**src/rtl/dlc_pkg.sv**
```systemverilog
package dlc_pkg;
  typedef enum logic {
    MODE_MSG  = 1'b0,
    MODE_CODE = 1'b1
  } dl_mode_e;

  localparam int unsigned NUM_BANKS = 2;
  localparam int unsigned BYTE_W    = 8;

  typedef logic [BYTE_W-1:0] byte_t;
endpackage

```
**src/rtl/dlc_frame_writer.sv**
```systemverilog
module dlc_frame_writer
  import dlc_pkg::*;
#(
  parameter int unsigned CNT_W = 7
) (
  input  logic             clk,
  input  logic             rst,
  input  logic             en,
  input  logic             valid,
  input  logic             sof,
  input  logic             eof,
  input  logic             fcs_ok,
  input  byte_t            data,
  output logic             wr_en,
  output logic [CNT_W-1:0] wr_addr,
  output byte_t            wr_data,
  output logic             done_good,
  output logic             done_drop,
  output logic [CNT_W-1:0] done_len
);
  localparam logic [CNT_W-1:0] MAX_LEN = '1;

  logic             open_q;
  logic [CNT_W-1:0] len_q;
  logic             ovf_q;

  logic             take;
  logic [CNT_W-1:0] base_len;
  logic             base_ovf;
  logic             room;
  logic [CNT_W-1:0] next_len;
  logic             next_ovf;
  logic             last;

  always_comb begin
    take      = en && valid && (sof || open_q);
    base_len  = sof ? '0 : len_q;
    base_ovf  = sof ? 1'b0 : ovf_q;
    room      = (base_len != MAX_LEN);
    next_len  = room ? base_len + 1'b1 : base_len;
    next_ovf  = base_ovf || !room;
    last      = take && eof;
    wr_en     = take && room;
    wr_addr   = base_len;
    wr_data   = data;
    done_good = last && fcs_ok && !next_ovf;
    done_drop = last && next_ovf;
    done_len  = next_len;
  end

  always_ff @(posedge clk) begin
    if (rst) begin
      open_q <= 1'b0;
      len_q  <= '0;
      ovf_q  <= 1'b0;
    end else if (take) begin
      open_q <= !eof;
      len_q  <= next_len;
      ovf_q  <= next_ovf;
    end
  end
endmodule

```
**src/rtl/dlc_code_counter.sv**
```systemverilog
module dlc_code_counter #(
  parameter int unsigned CODE_W = 6,
  parameter int unsigned CNT_W  = 7
) (
  input  logic              clk,
  input  logic              rst,
  input  logic              en,
  input  logic              valid,
  input  logic [CODE_W-1:0] code,
  input  logic [CNT_W-1:0]  thresh,
  output logic              fire
);
  localparam logic [CNT_W-1:0] MAX_RUN = '1;

  logic [CODE_W-1:0] last_q;
  logic              seen_q;
  logic [CNT_W-1:0]  run_q;

  logic              accept;
  logic              same;
  logic              advance;
  logic [CNT_W-1:0]  run_n;

  always_comb begin
    accept  = en && valid;
    same    = seen_q && (code == last_q);
    advance = same ? (run_q != MAX_RUN) : 1'b1;
    if (!same)            run_n = CNT_W'(1);
    else if (advance)     run_n = run_q + 1'b1;
    else                  run_n = run_q;
    fire = accept && advance && (thresh != '0) && (run_n == thresh);
  end

  always_ff @(posedge clk) begin
    if (rst) begin
      last_q <= '0;
      seen_q <= 1'b0;
      run_q  <= '0;
    end else if (accept) begin
      last_q <= code;
      seen_q <= 1'b1;
      run_q  <= run_n;
    end
  end
endmodule

```
**src/rtl/dlc_pingpong_ram.sv**
```systemverilog
module dlc_pingpong_ram
  import dlc_pkg::*;
#(
  parameter int unsigned ADDR_W = 7
) (
  input  logic              clk,
  input  logic              we,
  input  logic              wbank,
  input  logic [ADDR_W-1:0] waddr,
  input  byte_t             wdata,
  input  logic              rbank,
  input  logic [ADDR_W-1:0] raddr,
  output byte_t             rdata
);
  localparam int unsigned DEPTH = 1 << ADDR_W;

  logic [NUM_BANKS-1:0][BYTE_W-1:0] bank_q;
  logic                             rsel_q;

  for (genvar b = 0; b < NUM_BANKS; b++) begin : g_bank
    byte_t mem [DEPTH];
    byte_t q;
    always_ff @(posedge clk) begin
      if (we && (wbank == 1'(b))) mem[waddr] <= wdata;
      q <= mem[raddr];
    end
    assign bank_q[b] = q;
  end

  always_ff @(posedge clk) rsel_q <= rbank;

  assign rdata = bank_q[rsel_q];
endmodule

```
**src/rtl/dl_rx_capture.sv**
```systemverilog
module dl_rx_capture
  import dlc_pkg::*;
#(
  parameter int unsigned CNT_W  = 7,
  parameter int unsigned CODE_W = 6
) (
  input  logic              clk,
  input  logic              rst,
  input  logic              mode_sel,
  input  logic              rx_valid,
  input  logic              rx_sof,
  input  logic              rx_eof,
  input  logic [7:0]        rx_data,
  input  logic              rx_fcs_ok,
  input  logic              code_valid,
  input  logic [CODE_W-1:0] code_in,
  input  logic [CNT_W-1:0]  rep_thresh,
  input  logic              eot_clr,
  input  logic              host_sel,
  input  logic [CNT_W-1:0]  host_addr,
  output logic [7:0]        host_data,
  output logic              newest_buf,
  output logic [CNT_W-1:0]  msg_len,
  output logic              eot_flag,
  output logic              frame_ovf
);
  dl_mode_e         mode;
  logic             wr_en;
  logic [CNT_W-1:0] wr_addr;
  byte_t            wr_data;
  logic             done_good;
  logic             done_drop;
  logic [CNT_W-1:0] done_len;
  logic             code_fire;

  logic             ptr_q;
  logic [CNT_W-1:0] len_q;
  logic             eot_q;
  logic             ovf_q;

  assign mode = dl_mode_e'(mode_sel);

  dlc_frame_writer #(.CNT_W(CNT_W)) u_writer (
    .clk       (clk),
    .rst       (rst),
    .en        (mode == MODE_MSG),
    .valid     (rx_valid),
    .sof       (rx_sof),
    .eof       (rx_eof),
    .fcs_ok    (rx_fcs_ok),
    .data      (rx_data),
    .wr_en     (wr_en),
    .wr_addr   (wr_addr),
    .wr_data   (wr_data),
    .done_good (done_good),
    .done_drop (done_drop),
    .done_len  (done_len)
  );

  dlc_code_counter #(.CODE_W(CODE_W), .CNT_W(CNT_W)) u_codes (
    .clk    (clk),
    .rst    (rst),
    .en     (mode == MODE_CODE),
    .valid  (code_valid),
    .code   (code_in),
    .thresh (rep_thresh),
    .fire   (code_fire)
  );

  dlc_pingpong_ram #(.ADDR_W(CNT_W)) u_ram (
    .clk   (clk),
    .we    (wr_en),
    .wbank (~ptr_q),
    .waddr (wr_addr),
    .wdata (wr_data),
    .rbank (host_sel),
    .raddr (host_addr),
    .rdata (host_data)
  );

  always_ff @(posedge clk) begin
    if (rst) begin
      ptr_q <= 1'b0;
      len_q <= '0;
      eot_q <= 1'b0;
      ovf_q <= 1'b0;
    end else begin
      ovf_q <= done_drop;
      if (done_good) begin
        ptr_q <= ~ptr_q;
        len_q <= done_len;
      end
      if (done_good || code_fire) eot_q <= 1'b1;
      else if (eot_clr)           eot_q <= 1'b0;
    end
  end

  assign newest_buf = ptr_q;
  assign msg_len    = len_q;
  assign eot_flag   = eot_q;
  assign frame_ovf  = ovf_q;
endmodule

```
**config.mk**
```make
export PLATFORM = sky130hd
export DESIGN_NAME = dl_rx_capture
export DESIGN_NICKNAME = d
export VERILOG_FILES = /design/src/rtl/dlc_pkg.sv /design/src/rtl/dlc_frame_writer.sv /design/src/rtl/dlc_code_counter.sv /design/src/rtl/dlc_pingpong_ram.sv /design/src/rtl/dl_rx_capture.sv
export SDC_FILE = /design/constraint.sdc
export NUM_CORES = 2
export LEC_CHECK = 0
export BUFFER_PORTS_ARGS = -buffer_cell sky130_fd_sc_hd__clkbuf_2
export CAP_MARGIN = 20
export CELL_PAD_IN_SITES_DETAIL_PLACEMENT = 1
export CELL_PAD_IN_SITES_GLOBAL_PLACEMENT = 2
export CORE_MARGIN = 1
export CORE_UTILIZATION = 55
export DETAILED_ROUTE_END_ITERATION = 16
export PLACE_DENSITY = 0.87
export SLEW_MARGIN = 10
export SYNTH_ARGS = -nofsm -noshare
export SYNTH_HDL_FRONTEND = slang
export SYNTH_SLANG_ARGS = --single-unit
```
**constraint.sdc**
```tcl
create_clock -name clk -period 7.2 [get_ports clk]
set_input_delay 1.44 -clock clk [delete_from_list [all_inputs] [get_ports clk]]
set_output_delay 1.44 -clock clk [all_outputs]
set_load 0.005 [all_outputs]
```
* Word level (Yosys, flattened, before mapping) *
Memory sizes are Yosys's and may differ from the RTL's. A register that Yosys moved wholly into a read port is not among the register bits.
Index checks and enable logic that the tools add are counted.

cells by class
  $add $sub $neg = 2
  order comparisons = 1
  equal/unequal tests = 4
  mux-type cells = 14
  bitwise gates (word level) = 2
  reduce and logical (&&, ||, !) cells = 22

operators with widths
  kind                 number
  $mux 7               4
  $mux 8               2
  $add 7x1->7 const B  2
  $logic_and 1x1->1    14
  $ne 7x7->1 const B   2
  $mux 1               8
  $eq 7x7->1           1
  $reduce_bool 7->1    1
  $eq 6x6->1           1
  $logic_not 1->1      3
  $logic_or 1x1->1     3
  $lt 1x2->1 const B   1
  $not 1->1            2
  $reduce_bool 2->1    1

word-level totals
  bits in registers = 34
  bits in writable memories = 2048
  input port bits = 38
  output and inout port bits = 18
  word-level logic and storage cells = 58
  memories kept = 2

memories
  name                 words  bits a word  rd ports  clocked after memory_dff  wr ports  line                    text
  u_ram.g_bank[0].mem  128    8            1         1                         1         dlc_pingpong_ram.sv:21  byte_t mem [DEPTH];
  u_ram.g_bank[1].mem  128    8            1         1                         1         dlc_pingpong_ram.sv:21

* Longest topological paths before layout *
  depth after elaboration = 9
  gate-level depth with buffers = 13
  mapped depth without buffers = 10

* Hierarchy *
Synthesis repeated with hierarchy kept, for this count alone.

second synthesis, totals
  cells, all modules = 3490
  area, all modules = 81147.8 µm²

by module, submodules not included
  module            times used  cells each  area an instance (µm²)  sequential area each (µm²)
  dlc_pingpong_ram  1           3247        79185.9                 61839.3
  dlc_code_counter  1           129         957.2                   280.3
  dlc_frame_writer  1           80          650.6                   180.2
  dl_rx_capture     1           34          354.1                   200.2

* Least setup slack after synthesis *
OpenSTA, ideal clock, no wires.

  path kind = input -> register
  from = input rx_sof
  to = memory u_ram.g_bank[1].mem[84][0] (netlist name) (enable)
  setup time = 0.370 ns
  arrival = 3.965 ns
  required time = 6.830 ns
  path slack = 2.865 ns
  stages on the path = 13
  buffers on the path = 3
  path through = clkbuf_1 -> inv_1 -> nand2_1 -> inv_1 -> ha_1 -> and3_1 -> nand3_1 -> and2_1 -> nor2b_1 -> clkbuf_1 -> nand3_1 -> clkbuf_1 -> nor2_1

on the way
  cells in the longest elaborated chain, start to end = 6
  elaborated cells between the ends (all ways) = 8
  classes of those cells = 1 x eq/ne; 3 x mux; 4 x reduce/logical

RTL lines
  item                                                    line                                            text
  start, declared                                         dl_rx_capture.sv:11                             input logic rx_sof,
  $mux 7 / $logic_or 1x1->1 (equally long branches)       dlc_frame_writer.sv:37, dlc_frame_writer.sv:36
  $ne 7x7->1 / $logic_and 1x1->1 (equally long branches)  dlc_frame_writer.sv:39, dlc_frame_writer.sv:36
  $logic_and 1x1->1                                       dlc_frame_writer.sv:43                          wr_en = take && room;
  $logic_and 1x1->1                                       dlc_pingpong_ram.sv:24                          if (we && (wbank == 1'(b))) mem[waddr] <= wdata;
  $mux 1                                                  dlc_pingpong_ram.sv:24
  $mux 1 (not written as such)                            dlc_pingpong_ram.sv:24
  end, declared                                           dlc_pingpong_ram.sv:21

Parallel ways exist; a longest one is shown, timed or not.

* Worst setup path in the final report *
  from = input rx_sof
  to = memory u_ram.g_bank[1].mem[46][4] (netlist name) (enable)

The elaborated chain is that of the path after synthesis.

==> reports/qor.csv <==
stage,metric,value,unit
synthesis,netlist_area,81100,um^2
global_route,grt_max_degree,207,
synthesis,yosys.area.top_type,edfxtp_1,
setup_path,r2r_start,u_writer.len_q[0]$_SDFFE_PP0P_,
clock_tree,cts_tree,yes,
power,ir_drop,0.266,mV
sta,setup_tns,0,ns
global_route,gr-usage-met2,0.455,
synthesis,synth_mux_area_frac,0.191,
placement,dpl_cell_area,83700,um^2
detailed_routing,vias_per_cell,6.67,
sta,tightestPinTransition,1.18,ns
finish,diodes,0,
detailed_routing,drtPass1Iterations,5,
clock_tree,clock_latency,0.82,ns
detailed_routing,routed_wl,202,mm
synthesis,synth_compound_area_frac,0.00500,
power,power.leakage,27.5,nW
setup_path,path_class,input port to flop,
finish,seq_area,62500,um^2
floorplan,ios,56,
sta,fin_skew,0.0286,ns
finish,multi_input_area,17700,um^2
placement,place_ws,1.63,ns
sta,fmax,205,MHz
global_route,grt_pass1_wl,291,mm
synthesis,yosysWarnings,0,
floorplan,start_util,0.556,
detailed_routing,post-route-drc-count,0,
setup_path,worstPathArrival,5.31,ns
floorplan,core,146000,um^2
synthesis,synth_edf_count,2048,
global_route,grtUsageMet1,0.386,
placement,dp_hpwl,116,mm
finish,area_growth,11.4,%
sta,finalCriticalPeriod,4.88,ns
power,p_per_area,279,nW/um^2
detailed_routing,post_drt_wl_per_cell,35.5,um
floorplan,die_w,386,um
synthesis,yosysMostFrequentCell,edfxtp_1,
finish,nFillCells,11500,
sta,setup_viol,0,
clock_tree,cts_buffers,200,
synthesis,synth-seq-cells,2098,
sta,period_share,0.678,
sta,rsz0062_at_grt,no,
floorplan,die_h,386,um
global_route,track_usage,0.278,
min_path,hold_path.startpoint,u_codes.last_q[1]$_SDFFE_PP0P_,
clock_tree,postCtsSetupBuffers,0,
setup_path,r2r_cells,8,
min_path,hold_class,flop to flop,
synthesis,syn_avg_cell_area,23.2,um^2
sta,setup_slack,2.32,ns
synthesis,synth_adder_area_share,0.000309,
sta,slew_headroom,0.215,
synthesis,yosysSeqAreaShare,0.771,
clock_tree,cts_hold_buf,0,
synthesis,ys_types,48,
detailed_routing,num_vias,37900,
finish,fin_area,90300,um^2
placement,portBuffers,55,
clock_tree,htree_levels,4,
synthesis,synth-simple-area-share,0.0204,
clock_tree,ctsLongestPathBuffers,3,
floorplan,dieArea,149000,um^2
setup_path,worstReg2RegEnd,u_ram.g_bank[1].mem[46][4]$_DFFE_PP_,
global_route,antenna_found_initial,7,
clock_tree,cts-root-buf,clkbuf_16,
detailed_routing,drt_iter0_drc,4069,
clock_tree,cts_resized,0,
synthesis,synth_top_area_frac,0.759,
synthesis,synthTopCellsByArea,"edfxtp_1 (76%), mux4_2 (19%), nor2_1 (1.3%)",
synthesis,synth_common_cells,"edfxtp_1 (2,048), mux4_2 (672), nor2_1 (291), clkbuf_1 (132)",
floorplan,row_count,140,
global_route,grt_pass1_vias,39700,
sta,slew_violations,0,
placement,place_congestion,0.843,
synthesis,syn_inst,3493,
synthesis,ys.flop_type,edfxtp_1,
clock_tree,clk_pin_slew,0.06,ns
setup_path,crit_fanout,20,
flow_run,maxCapViolCount,0,
global_route,gr-usage-met3,0.0501,
synthesis,synthArstFlopShare,0,
detailed_routing,ant_nets,0,
status,status,finished clean,
synthesis,synthXorXnorAreaFrac,0.00162,
setup_path,end_kind,flop,
sta,hold_violations,0,
setup_path,startpoint_type,input port,
synthesis,synth_fp_nets,3533,
clock_tree,cts_sinks,2098,
min_path,min_to,u_codes.last_q[1]$_SDFFE_PP0P_,
setup_path,worstPathRequired,7.63,ns
global_route,top_usage_layer,met2,
global_route,gr-total-overflow,0,
min_path,whs_path_depth,2,
synthesis,synth_top_family_by_area,multiplexers,
setup_path,r2r_slack,3.04,ns
finish,nets,3639,
finish,drive_gt1_frac,0.296,
-- layout by cell type (no fill, tap or decap), types with 3 or more instances in the layout --
cell type,n
or3_1,3
clkbuf_8,17
and3_1,6
nand2_1,51
clkinvlp_4,12
edfxtp_1,2048
a31oi_1,3
o21ai_0,9
mux4_2,672
clkinv_2,44
buf_8,3
nor3b_1,6
nor3_1,7
nor4_1,3
and2_1,5
inv_6,7
nand4_1,4
bufinv_16,20
clkbuf_2,42
buf_12,22
nor2_1,291
buf_4,33
mux2i_1,5
clkinv_1,39
nand3_1,11
mux2_2,26
xnor2_1,15
a311oi_1,6
clkbuf_1,32
clkbuf_16,205
nor2b_1,6
dfxtp_1,50
a22oi_1,4
inv_1,6
clkinv_4,3
a211oi_1,7
a21oi_1,15
-- report_power, final --
part	total, mW	switching (mW)	internal [mW]
registers	13.4	0.0308	13.4
clock network	10.5	4.54	6.00
logic	1.17	0.690	0.479
total	25.1	5.26	19.9
-- worst max-delay path, cell delays in order --
cell and delay (ns):
clkbuf_2 0.37, inv_1 0.16, nand2_1 0.19, inv_1 0.07
ha_1 0.22, and3_1 0.25, nand3_1 0.18, and2_1 0.23
nor2b_1 0.55, nand2_2 0.76, nor2_1 0.85
-- state kept, by name, indices dropped and copies added, names as in the netlist --
register and flops:
u_ram.g_bank.mem 2048, u_ram.g_bank.q 16, msg_len 7, u_codes.run_q 7, u_writer.len_q 7, u_codes.last_q 6, eot_flag 1, frame_ovf 1
newest_buf 1, u_codes.seen_q 1, u_ram.rsel_q 1, u_writer.open_q 1, u_writer.ovf_q 1
-- through the flow --
step	hold WS, ns	total power [mW]	utilization	cells
3_5_place_dp	0.464	14.9	0.574	5313
6_report	0.472	25.1	0.619	5686
5_1_grt	0.488	25.7	0.619	5686
2_1_floorplan	0.440	14.3	-	3493
3_3_place_gp	0.455	14.8	0.574	5313
4_1_cts	0.473	25.3	0.619	5685
-- worst max-delay path by stage --
| stage | slack, ns | endpoint | cells past startpoint | start |
|---|---|---|---|---|
| 5_1_grt | 2.05 | u_ram.g_bank[1].mem[27][2]$_DFFE_PP_ | 12 | rx_sof |
| 3_5_place_dp | 1.63 | u_ram.g_bank[1].mem[79][1]$_DFFE_PP_ | 12 | rx_sof |
| 6_report | 2.32 | u_ram.g_bank[1].mem[46][4]$_DFFE_PP_ | 11 | rx_sof |
| 3_3_place_gp | 1.79 | u_ram.g_bank[1].mem[3][7]$_DFFE_PP_ | 12 | rx_sof |
| 2_1_floorplan | 2.86 | u_ram.g_bank[1].mem[84][0]$_DFFE_PP_ | 13 | rx_sof |
| 4_1_cts | 2.44 | u_ram.g_bank[1].mem[27][2]$_DFFE_PP_ | 12 | rx_sof |
-- kinds of logic after synthesis --
family	Yosys count
XOR/XNOR	15
multiplexers	703
buffers and inverters	213
adder cells (fa/ha/maj)	2
AND/OR/NAND/NOR	402
AO/OA/AOI/OAI	60
flip-flops	2098
-- routing by layer --
metal	routed length (um)	share of wire	up-vias
li1	-	-	15000
met1	77500	0.38	20400
met2	101000	0.50	2147
met3	17000	0.084	336
met4	6130	0.030	8
met5	45	0.00022	-
-- cell type report --
type | count | share of cell area
multi-input cells | 1182 | 0.196
clock buffers | 245 | 0.0592
well taps | 1917 | 0.0266
clock inverters | 127 | 0.0132
inverters | 6 | 0.000249
repair buffers | 111 | 0.0121
flip-flops and latches | 2098 | 0.692
Note: power is estimated with default switching activity, not from simulation.
